[src/rtl/sram_ctl_pkg.sv]
package sram_ctl_pkg;

    typedef enum logic [2:0] {
        ST_IDLE,
        ST_WR_FLOAT,
        ST_WR_SETUP,
        ST_WR_PULSE,
        ST_WR_RECOV,
        ST_RD_ACCESS
    } ctl_state_e;

endpackage

[src/rtl/sram_phase_timer.sv]
module sram_phase_timer #(
    parameter int CNT_W = 4
) (
    input  logic             clk,
    input  logic             rst_n,
    input  logic             load,
    input  logic [CNT_W-1:0] load_val,
    output logic             expired
);

    logic [CNT_W-1:0] cnt_q;

    // A phase of n cycles is loaded with n-1 and ends when the count is zero.
    always_ff @(posedge clk or negedge rst_n) begin
        if (!rst_n) begin
            cnt_q <= '0;
        end else if (load) begin
            cnt_q <= load_val;
        end else if (cnt_q != '0) begin
            cnt_q <= cnt_q - 1'b1;
        end
    end

    assign expired = (cnt_q == '0);

endmodule

[src/rtl/sram_lane.sv]
module sram_lane #(
    parameter int W = 8
) (
    input  logic         clk,
    input  logic         rst_n,
    input  logic         sel_nx,
    input  logic         load_wr,
    input  logic [W-1:0] wr_byte,
    input  logic         capture,
    input  logic [W-1:0] dq_in,
    output logic         cs_n,
    output logic [W-1:0] dq_out,
    output logic [W-1:0] rd_byte
);

    always_ff @(posedge clk or negedge rst_n) begin
        if (!rst_n) begin
            cs_n    <= 1'b1;
            dq_out  <= '0;
            rd_byte <= '0;
        end else begin
            cs_n <= ~sel_nx;
            if (load_wr) begin
                dq_out <= wr_byte;
            end
            if (capture) begin
                rd_byte <= dq_in;
            end
        end
    end

endmodule

[src/rtl/async_sram_ctrl.sv]
module async_sram_ctrl
    import sram_ctl_pkg::*;
#(
    parameter  int ADDR_W   = 19,
    parameter  int LANES    = 4,
    parameter  int LANE_W   = 8,
    parameter  int T_SETUP  = 1,
    parameter  int T_STROBE = 2,
    parameter  int T_RECOV  = 1,
    parameter  int T_ACCESS = 3,
    parameter  int T_TURN   = 1,
    localparam int DATA_W   = LANES * LANE_W
) (
    input  logic              clk,
    input  logic              rst_n,
    input  logic              req_start,
    input  logic              req_write,
    input  logic [ADDR_W-1:0] req_addr,
    input  logic [DATA_W-1:0] req_wdata,
    input  logic [LANES-1:0]  req_mask,
    output logic              req_done,
    output logic [DATA_W-1:0] rd_data,
    output logic [ADDR_W-1:0] mem_addr,
    output logic [LANES-1:0]  mem_cs_n,
    output logic              mem_we_n,
    output logic              mem_oe_n,
    output logic [DATA_W-1:0] mem_dq_out,
    output logic              mem_dq_oe,
    input  logic [DATA_W-1:0] mem_dq_in
);

    localparam int MAX_A  = (T_SETUP > T_STROBE) ? T_SETUP : T_STROBE;
    localparam int MAX_B  = (T_RECOV > T_ACCESS) ? T_RECOV : T_ACCESS;
    localparam int MAX_C  = (MAX_A > MAX_B) ? MAX_A : MAX_B;
    localparam int MAX_PH = (MAX_C > T_TURN) ? MAX_C : T_TURN;
    localparam int CNT_W  = $clog2(MAX_PH) + 1;

    ctl_state_e       state_q;
    ctl_state_e       state_nx;
    logic             accept;
    logic             expired;
    logic             tmr_load;
    logic [CNT_W-1:0] tmr_val;
    logic             capture;
    logic             float_pend_q;
    logic [LANES-1:0] mask_q;
    logic [LANES-1:0] mask_nx;
    logic [LANES-1:0] lane_sel_nx;
    logic             wr_sel_nx;

    assign accept  = (state_q == ST_IDLE) && req_start;
    assign capture = (state_q == ST_RD_ACCESS) && expired;
    assign mask_nx = accept ? req_mask : mask_q;

    // Next-state logic.
    always_comb begin
        state_nx = state_q;
        unique case (state_q)
            ST_IDLE: begin
                if (accept) begin
                    if (req_write) begin
                        state_nx = float_pend_q ? ST_WR_FLOAT : ST_WR_SETUP;
                    end else begin
                        state_nx = ST_RD_ACCESS;
                    end
                end
            end
            ST_WR_FLOAT:  if (expired) state_nx = ST_WR_SETUP;
            ST_WR_SETUP:  if (expired) state_nx = ST_WR_PULSE;
            ST_WR_PULSE:  if (expired) state_nx = ST_WR_RECOV;
            ST_WR_RECOV:  if (expired) state_nx = ST_IDLE;
            ST_RD_ACCESS: if (expired) state_nx = ST_IDLE;
            default:      state_nx = ST_IDLE;
        endcase
    end

    // Phase length of the state being entered.
    always_comb begin
        tmr_load = (state_nx != state_q);
        unique case (state_nx)
            ST_WR_FLOAT:  tmr_val = CNT_W'(T_TURN - 1);
            ST_WR_SETUP:  tmr_val = CNT_W'(T_SETUP - 1);
            ST_WR_PULSE:  tmr_val = CNT_W'(T_STROBE - 1);
            ST_WR_RECOV:  tmr_val = CNT_W'(T_RECOV - 1);
            ST_RD_ACCESS: tmr_val = CNT_W'(T_ACCESS - 1);
            default:      tmr_val = '0;
        endcase
    end

    sram_phase_timer #(.CNT_W(CNT_W)) u_timer (
        .clk      (clk),
        .rst_n    (rst_n),
        .load     (tmr_load),
        .load_val (tmr_val),
        .expired  (expired)
    );

    // State register.
    always_ff @(posedge clk or negedge rst_n) begin
        if (!rst_n) begin
            state_q <= ST_IDLE;
        end else begin
            state_q <= state_nx;
        end
    end

    // Registered outputs, decoded from the state being entered.
    always_ff @(posedge clk or negedge rst_n) begin
        if (!rst_n) begin
            mem_addr     <= '0;
            mem_we_n     <= 1'b1;
            mem_oe_n     <= 1'b1;
            mem_dq_oe    <= 1'b0;
            req_done     <= 1'b0;
            float_pend_q <= 1'b0;
            mask_q       <= '0;
        end else begin
            mask_q    <= mask_nx;
            if (accept) begin
                mem_addr <= req_addr;
            end
            mem_we_n  <= (state_nx != ST_WR_PULSE);
            mem_oe_n  <= (state_nx != ST_RD_ACCESS);
            mem_dq_oe <= (state_nx == ST_WR_SETUP) || (state_nx == ST_WR_PULSE)
                      || (state_nx == ST_WR_RECOV);
            req_done  <= (state_nx == ST_IDLE) && (state_q != ST_IDLE);
            if (capture) begin
                float_pend_q <= 1'b1;
            end else if (state_nx == ST_WR_FLOAT) begin
                float_pend_q <= 1'b0;
            end
        end
    end

    assign wr_sel_nx = (state_nx == ST_WR_SETUP) || (state_nx == ST_WR_PULSE);

    for (genvar g = 0; g < LANES; g++) begin : g_lane
        assign lane_sel_nx[g] = (wr_sel_nx && mask_nx[g]) || (state_nx == ST_RD_ACCESS);

        sram_lane #(.W(LANE_W)) u_lane (
            .clk     (clk),
            .rst_n   (rst_n),
            .sel_nx  (lane_sel_nx[g]),
            .load_wr (accept && req_write),
            .wr_byte (req_wdata[g*LANE_W +: LANE_W]),
            .capture (capture),
            .dq_in   (mem_dq_in[g*LANE_W +: LANE_W]),
            .cs_n    (mem_cs_n[g]),
            .dq_out  (mem_dq_out[g*LANE_W +: LANE_W]),
            .rd_byte (rd_data[g*LANE_W +: LANE_W])
        );
    end

endmodule

[config.mk]
export PLATFORM = sky130hd
export DESIGN_NAME = async_sram_ctrl
export DESIGN_NICKNAME = d
export VERILOG_FILES = /design/src/rtl/sram_ctl_pkg.sv /design/src/rtl/sram_phase_timer.sv /design/src/rtl/sram_lane.sv /design/src/rtl/async_sram_ctrl.sv
export SDC_FILE = /design/constraint.sdc
export NUM_CORES = 1
export LEC_CHECK = 0
export ABC_AREA = 1
export BUFFER_PORTS_ARGS = -buffer_cell sky130_fd_sc_hd__buf_4
export CELL_PAD_IN_SITES_DETAIL_PLACEMENT = 0
export CELL_PAD_IN_SITES_GLOBAL_PLACEMENT = 1
export CORE_UTILIZATION = 38
export CTS_CLUSTER_SIZE = 16
export DETAILED_ROUTE_END_ITERATION = 10
export GPL_ROUTABILITY_DRIVEN = 1
export PLACE_DENSITY_LB_ADDON = 0.1
export SYNTH_ARGS = -nofsm -noshare
export SYNTH_HDL_FRONTEND = slang
export SYNTH_SLANG_ARGS = --single-unit
export TNS_END_PERCENT = 100
[constraint.sdc]
create_clock -name clk -period 3.7 [get_ports clk]
set_input_delay 0.37 -clock clk [delete_from_list [all_inputs] [get_ports clk]]
set_output_delay 0.37 -clock clk [all_outputs]
set_load 0.02 [all_outputs]
* After elaboration in Yosys (flattened, before gate mapping)
Index checks and enable logic that the tools add are counted.
** Cells by class
- Bitwise gates (word level) :: 4
- Equality and inequality tests :: 13
- Reduce and logical (&&, ||, !) cells :: 22
- Div/mod/pow operators :: 0
- Muxes and demuxes :: 14
- Shift-type cells :: 0
- Order comparisons :: 0
- Multipliers :: 0
- $add $sub $neg :: 1
** Operator list (count)
- two-way mux 3 bit :: 8
- one-hot mux 3 bit (5 select lines) :: 1
- == test 3 x 2 -> 1 bit (second input constant) :: 4
- == test 3 bit (second input constant) :: 4
- logical NOT 3 bit :: 3
- logical AND 1 bit :: 8
- == test 3 x 1 -> 1 bit (second input constant) :: 2
- logical OR 1 bit :: 6
- nonzero test 3 bit :: 2
- two-way mux 4 bit :: 1
- NOT 1 bit :: 4
- one-hot mux 2 bit (2 select lines) :: 1
- nonzero test 2 bit :: 2
- inequality test 3 x 2 -> 1 bit (second input constant) :: 1
- inequality test 3 bit :: 1
- inequality test 3 bit (second input constant) :: 1
- subtractor 3 x 1 -> 3 bit (second input constant) :: 1
- two-way mux 1 bit :: 2
- two-way mux 2 bit :: 1
- OR reduction 2 bit :: 1
** Storage, ports and cells
- Bits in latches :: 0
- Memory bits (writable) :: 0
- Input bits :: 91
- Output and inout port bits :: 91
- Memories :: 0
- Memory bits (read-only) :: 0
- Register bits :: 102
- Logic and storage cells :: 75

* Longest topological paths before layout
- Depth in word-level cells :: 9
- Depth in mapped cells :: 11

* Modules after synthesis
Synthesis repeated with hierarchy kept, for this count alone.
** Second synthesis, totals
- Cells, all modules :: 480
- Area, all modules :: 4171.5 um^2
** Modules (own cells, without submodules)
- sram_lane :: instances 4, area each 640.6 um^2, cells an instance 70, sequential area each 426.7 um^2
- async_sram_ctrl :: instances 1, area each 1401.3 um^2, cells an instance 168, sequential area each 778.2 um^2
- sram_phase_timer :: instances 1, area each 207.7 um^2, cells an instance 32, sequential area each 75.1 um^2

* Worst setup path before layout
Ideal clock, no wire load.
- Kind :: reg-to-reg
- Start point :: register state_q[1]
- End point :: register g_lane[0].u_lane.dq_out[0]
- Path buffers :: 2
- Slack :: 2135 ps
- Period minus slack after synthesis :: 1565 ps
- Setup time :: 125 ps
- Stages on the path, launching flop included :: 9
- Data arrival time :: 1440 ps
- Cells stage by stage :: dfrtp_1 > buf_6 > nor2_4 > nand2_2 > nor2_8 > inv_4 > nor2_8 > buf_12 > mux2_4
** On the way
- Word-level cells in the longest chain between the ends :: 3
** RTL lines
- start: declaration :: line async_sram_ctrl.sv:38 : ctl_state_e state_q;
- start signal: assignment :: line async_sram_ctrl.sv:103 : state_q <= state_nx;
- logical NOT 3 bit :: line async_sram_ctrl.sv:51 : assign accept = (state_q == ST_IDLE) && req_start;
- logical AND 1 bit :: line async_sram_ctrl.sv:51
- logical AND 1 bit :: line async_sram_ctrl.sv:144 : .load_wr (accept && req_write),
- end signal: assignment :: line sram_lane.sv:24 : dq_out <= wr_byte;
- end: declaration :: line sram_lane.sv:12 : output logic [W-1:0] dq_out,
Every way passes these cells.
A chain may end at the register's enable or synchronous reset.

* Worst setup path after layout
- Start point :: register state_q[1]
- End point :: register g_lane[2].u_lane.dq_out[1]
** On the way
- Word-level cells in the longest chain between the ends :: 3
** RTL lines (line)
- logical NOT 3 bit :: async_sram_ctrl.sv:51
- logical AND 1 bit :: async_sram_ctrl.sv:51
- logical AND 1 bit :: async_sram_ctrl.sv:144
- end signal: assignment :: sram_lane.sv:24
- end: declaration :: sram_lane.sv:12
Every way passes these cells.

==> results.cfg <==
[run_status]
outcome = finished clean

[routing]
antenna_left = 0
viasPerCell = 4.53
wl_per_cell_um = 13.8
wirelength_um = 9870
drc = 0
vias = 3237
drtIter0Drc = 97
drtPass1Iterations = 5

[logic_synthesis]
synth.avg_cell_area_um2 = 10.8
syn-num-nets = 486
yosys.cell_types.count = 28
synthTopCellsByArea = dfrtp_1 57%, nand2_1 15%, mux2_4 11%
synth-main-ff-cell = dfrtp_1
ys_warn_count = 0
yosys-top-cells-count = 173 x nand2_1, 96 x dfrtp_1, 30 x mux2_4
yosys.area.top_type = dfrtp_1
synth_top_area_share_pct = 56.7
synth_seq_cells = 102
yosysMostFrequentCell = nand2_1
async_flop_share_pct = 100
seq_area_frac_synth_pct = 60.4
synth_edf_count = 0
syn_inst = 393
synth_area_mm2 = 0.00424

[power]
total_power_w = 0.00538
leakagePower_nw = 3.15
vdd_drop_max_v = 0.000400
p_per_area_mw_per_mm2 = 918

[worst_setup_path]
crit_start = state_q[1]
end_kind = flop
path_max_fanout = 32
crit_type = reg2reg
start_kind = flop
reg2reg_from = state_q[1]
worstPathArrival_ns = 2.68
worstPathRequired_ns = 3.94

[cts]
clk_latency_ns = 0.36
root_buffer = clkbuf_8
cts_setup_buffers = 0
cts_resized = 0
path_clk_slew_ns = 0.10
htree_levels = 3
hold_buffers = 0
numClockSinks = 102
cts_tree = done
cts_buffers = 9
clockBufferDepth = 2

[floorplan]
std_cell_rows = 38
io_pins = 182
die_w_um = 108
die_area_mm2 = 0.0116
dieHeight_um = 108
core_mm2 = 0.0108
initial_core_util_pct = 39.1

[grt]
grt_pass1_wl_um = 15900
track_usage_pct = 17.8
grt_pass1_vias = 3155
grt_start_max_net_pins = 71
antenna_found_initial = 0
gr-total-overflow = 0

[sta]
tightest_slew_ns = 0.877
hold_viol = 0
max_freq_ghz = 0.410
fin_crit_ns = 2.44
max_slew_margin_pct = 41.5
rsz0062_at_grt = false
final.period_utilization_pct = 65.9
setup_violations = 0
slew_violations = 0
setup_ws_ns = 1.26
skew_ns = 0.00842
whs_ns = 0.113
tns_ns = 0

[min_path]
hp-class = in2async

[placement]
place.gp.congestion = 0.822
post-dp-hpwl_um = 7080
port_buffers = 181
place_ws_ns = 1.23

[final_layout]
drive_above_1_share_pct = 44.0
syn_to_final_growth_pct = 38.4
fillCellCount = 988
n_antenna_cell = 0
nets = 663

[flow_run]
maxCapViolCount = 0
## final cells by class
class,instances,area [µm²],share of cell area (%)
Tap cell,140,175,2.99
Clock buffer,10,138,2.35
Timing Repair Buffer,184,1380,23.6
Sequential cell,102,2560,43.7
Multi-Input combinational cell,251,1450,24.7
Clock inverter,6,76.3,1.30
Inverter,22,85.1,1.45
## stage by stage
step / utilization, % / std cells / instance area, µm²
floorplan: - / 393 / 4240
global placement: 52.1 / 699 / 5650
detailed placement: 52.1 / 699 / 5650
CTS: 54.1 / 715 / 5860
global route: 54.1 / 715 / 5860
finish: 54.1 / 715 / 5860
## cell families after synthesis
family,share of synthesized area (%)
AND/OR/NAND/NOR,20.1
flip-flops,60.4
AO/OA/AOI/OAI,1.95
XOR/XNOR,0.207
multiplexers,11.2
buffers and inverters,5.58
adder cells (fa/ha/maj),0.591
## registers in the layout (all words and copies together) (netlist names)
signal and cells:
mask_q 4, float_pend_q 1, state_q 3, g_lane.u_lane.rd_byte 32, req_done 1, g_lane.u_lane.dq_out 32
mem_addr 19, mem_oe_n 1, mem_we_n 1, g_lane.u_lane.cs_n 4, u_timer.cnt_q 3, mem_dq_oe 1
## metal layers
metal	wire [µm]	share of wire, %	global-route usage (%)
met3	745	7.5	4.66
met4	92	0.93	5.87
met5	0	0	0
met1	4380	44	23.3
met2	4660	47	28.5
## layout by cell type, fill, tap and decap left out, drive strengths merged
master / instances
dfstp: 6
clkbuf: 10
o21a: 4
nand2: 175
xor2: 1
o211ai: 1
clkinv: 2
dfrtp: 96
nor3: 2
o21ai: 8
buf: 184
nand4: 4
a21oi: 1
inv: 25
or2: 4
ha: 2
mux2: 32
bufinv: 1
nor2: 6
nand3: 11
## where the power goes
group / switching, W / leakage, nW / total, W / internal (W)
registers: 0.000319 / 1.22 / 0.00200 / 0.00168
logic: 0.00145 / 1.82 / 0.00264 / 0.00119
clock network: 0.000397 / 0.109 / 0.000741 / 0.000344
## worst max-delay path, cell delays in order, from the launching register on
cell and delay (ns):
dfrtp_1 0.53, nor2_4 0.17, nand2_2 0.10, nor2_8 0.30, inv_4 0.20, nor2_8 0.60, mux2_2 0.41
## final timing paths
path	cells past startpoint	slack, ns	to
worst min-delay path	1	0.11	mem_addr[13]
max in group asynchronous	2	2.70	mem_we_n
min in group clk	3	0.20	g_lane[2].u_lane.rd_byte[7]
worst max register to register	6	1.26	g_lane[2].u_lane.dq_out[1]
worst max-delay path	6	1.26	g_lane[2].u_lane.dq_out[1]
worst min register to register	2	0.48	g_lane[3].u_lane.rd_byte[5]
Power figures use the tool's default switching activity.
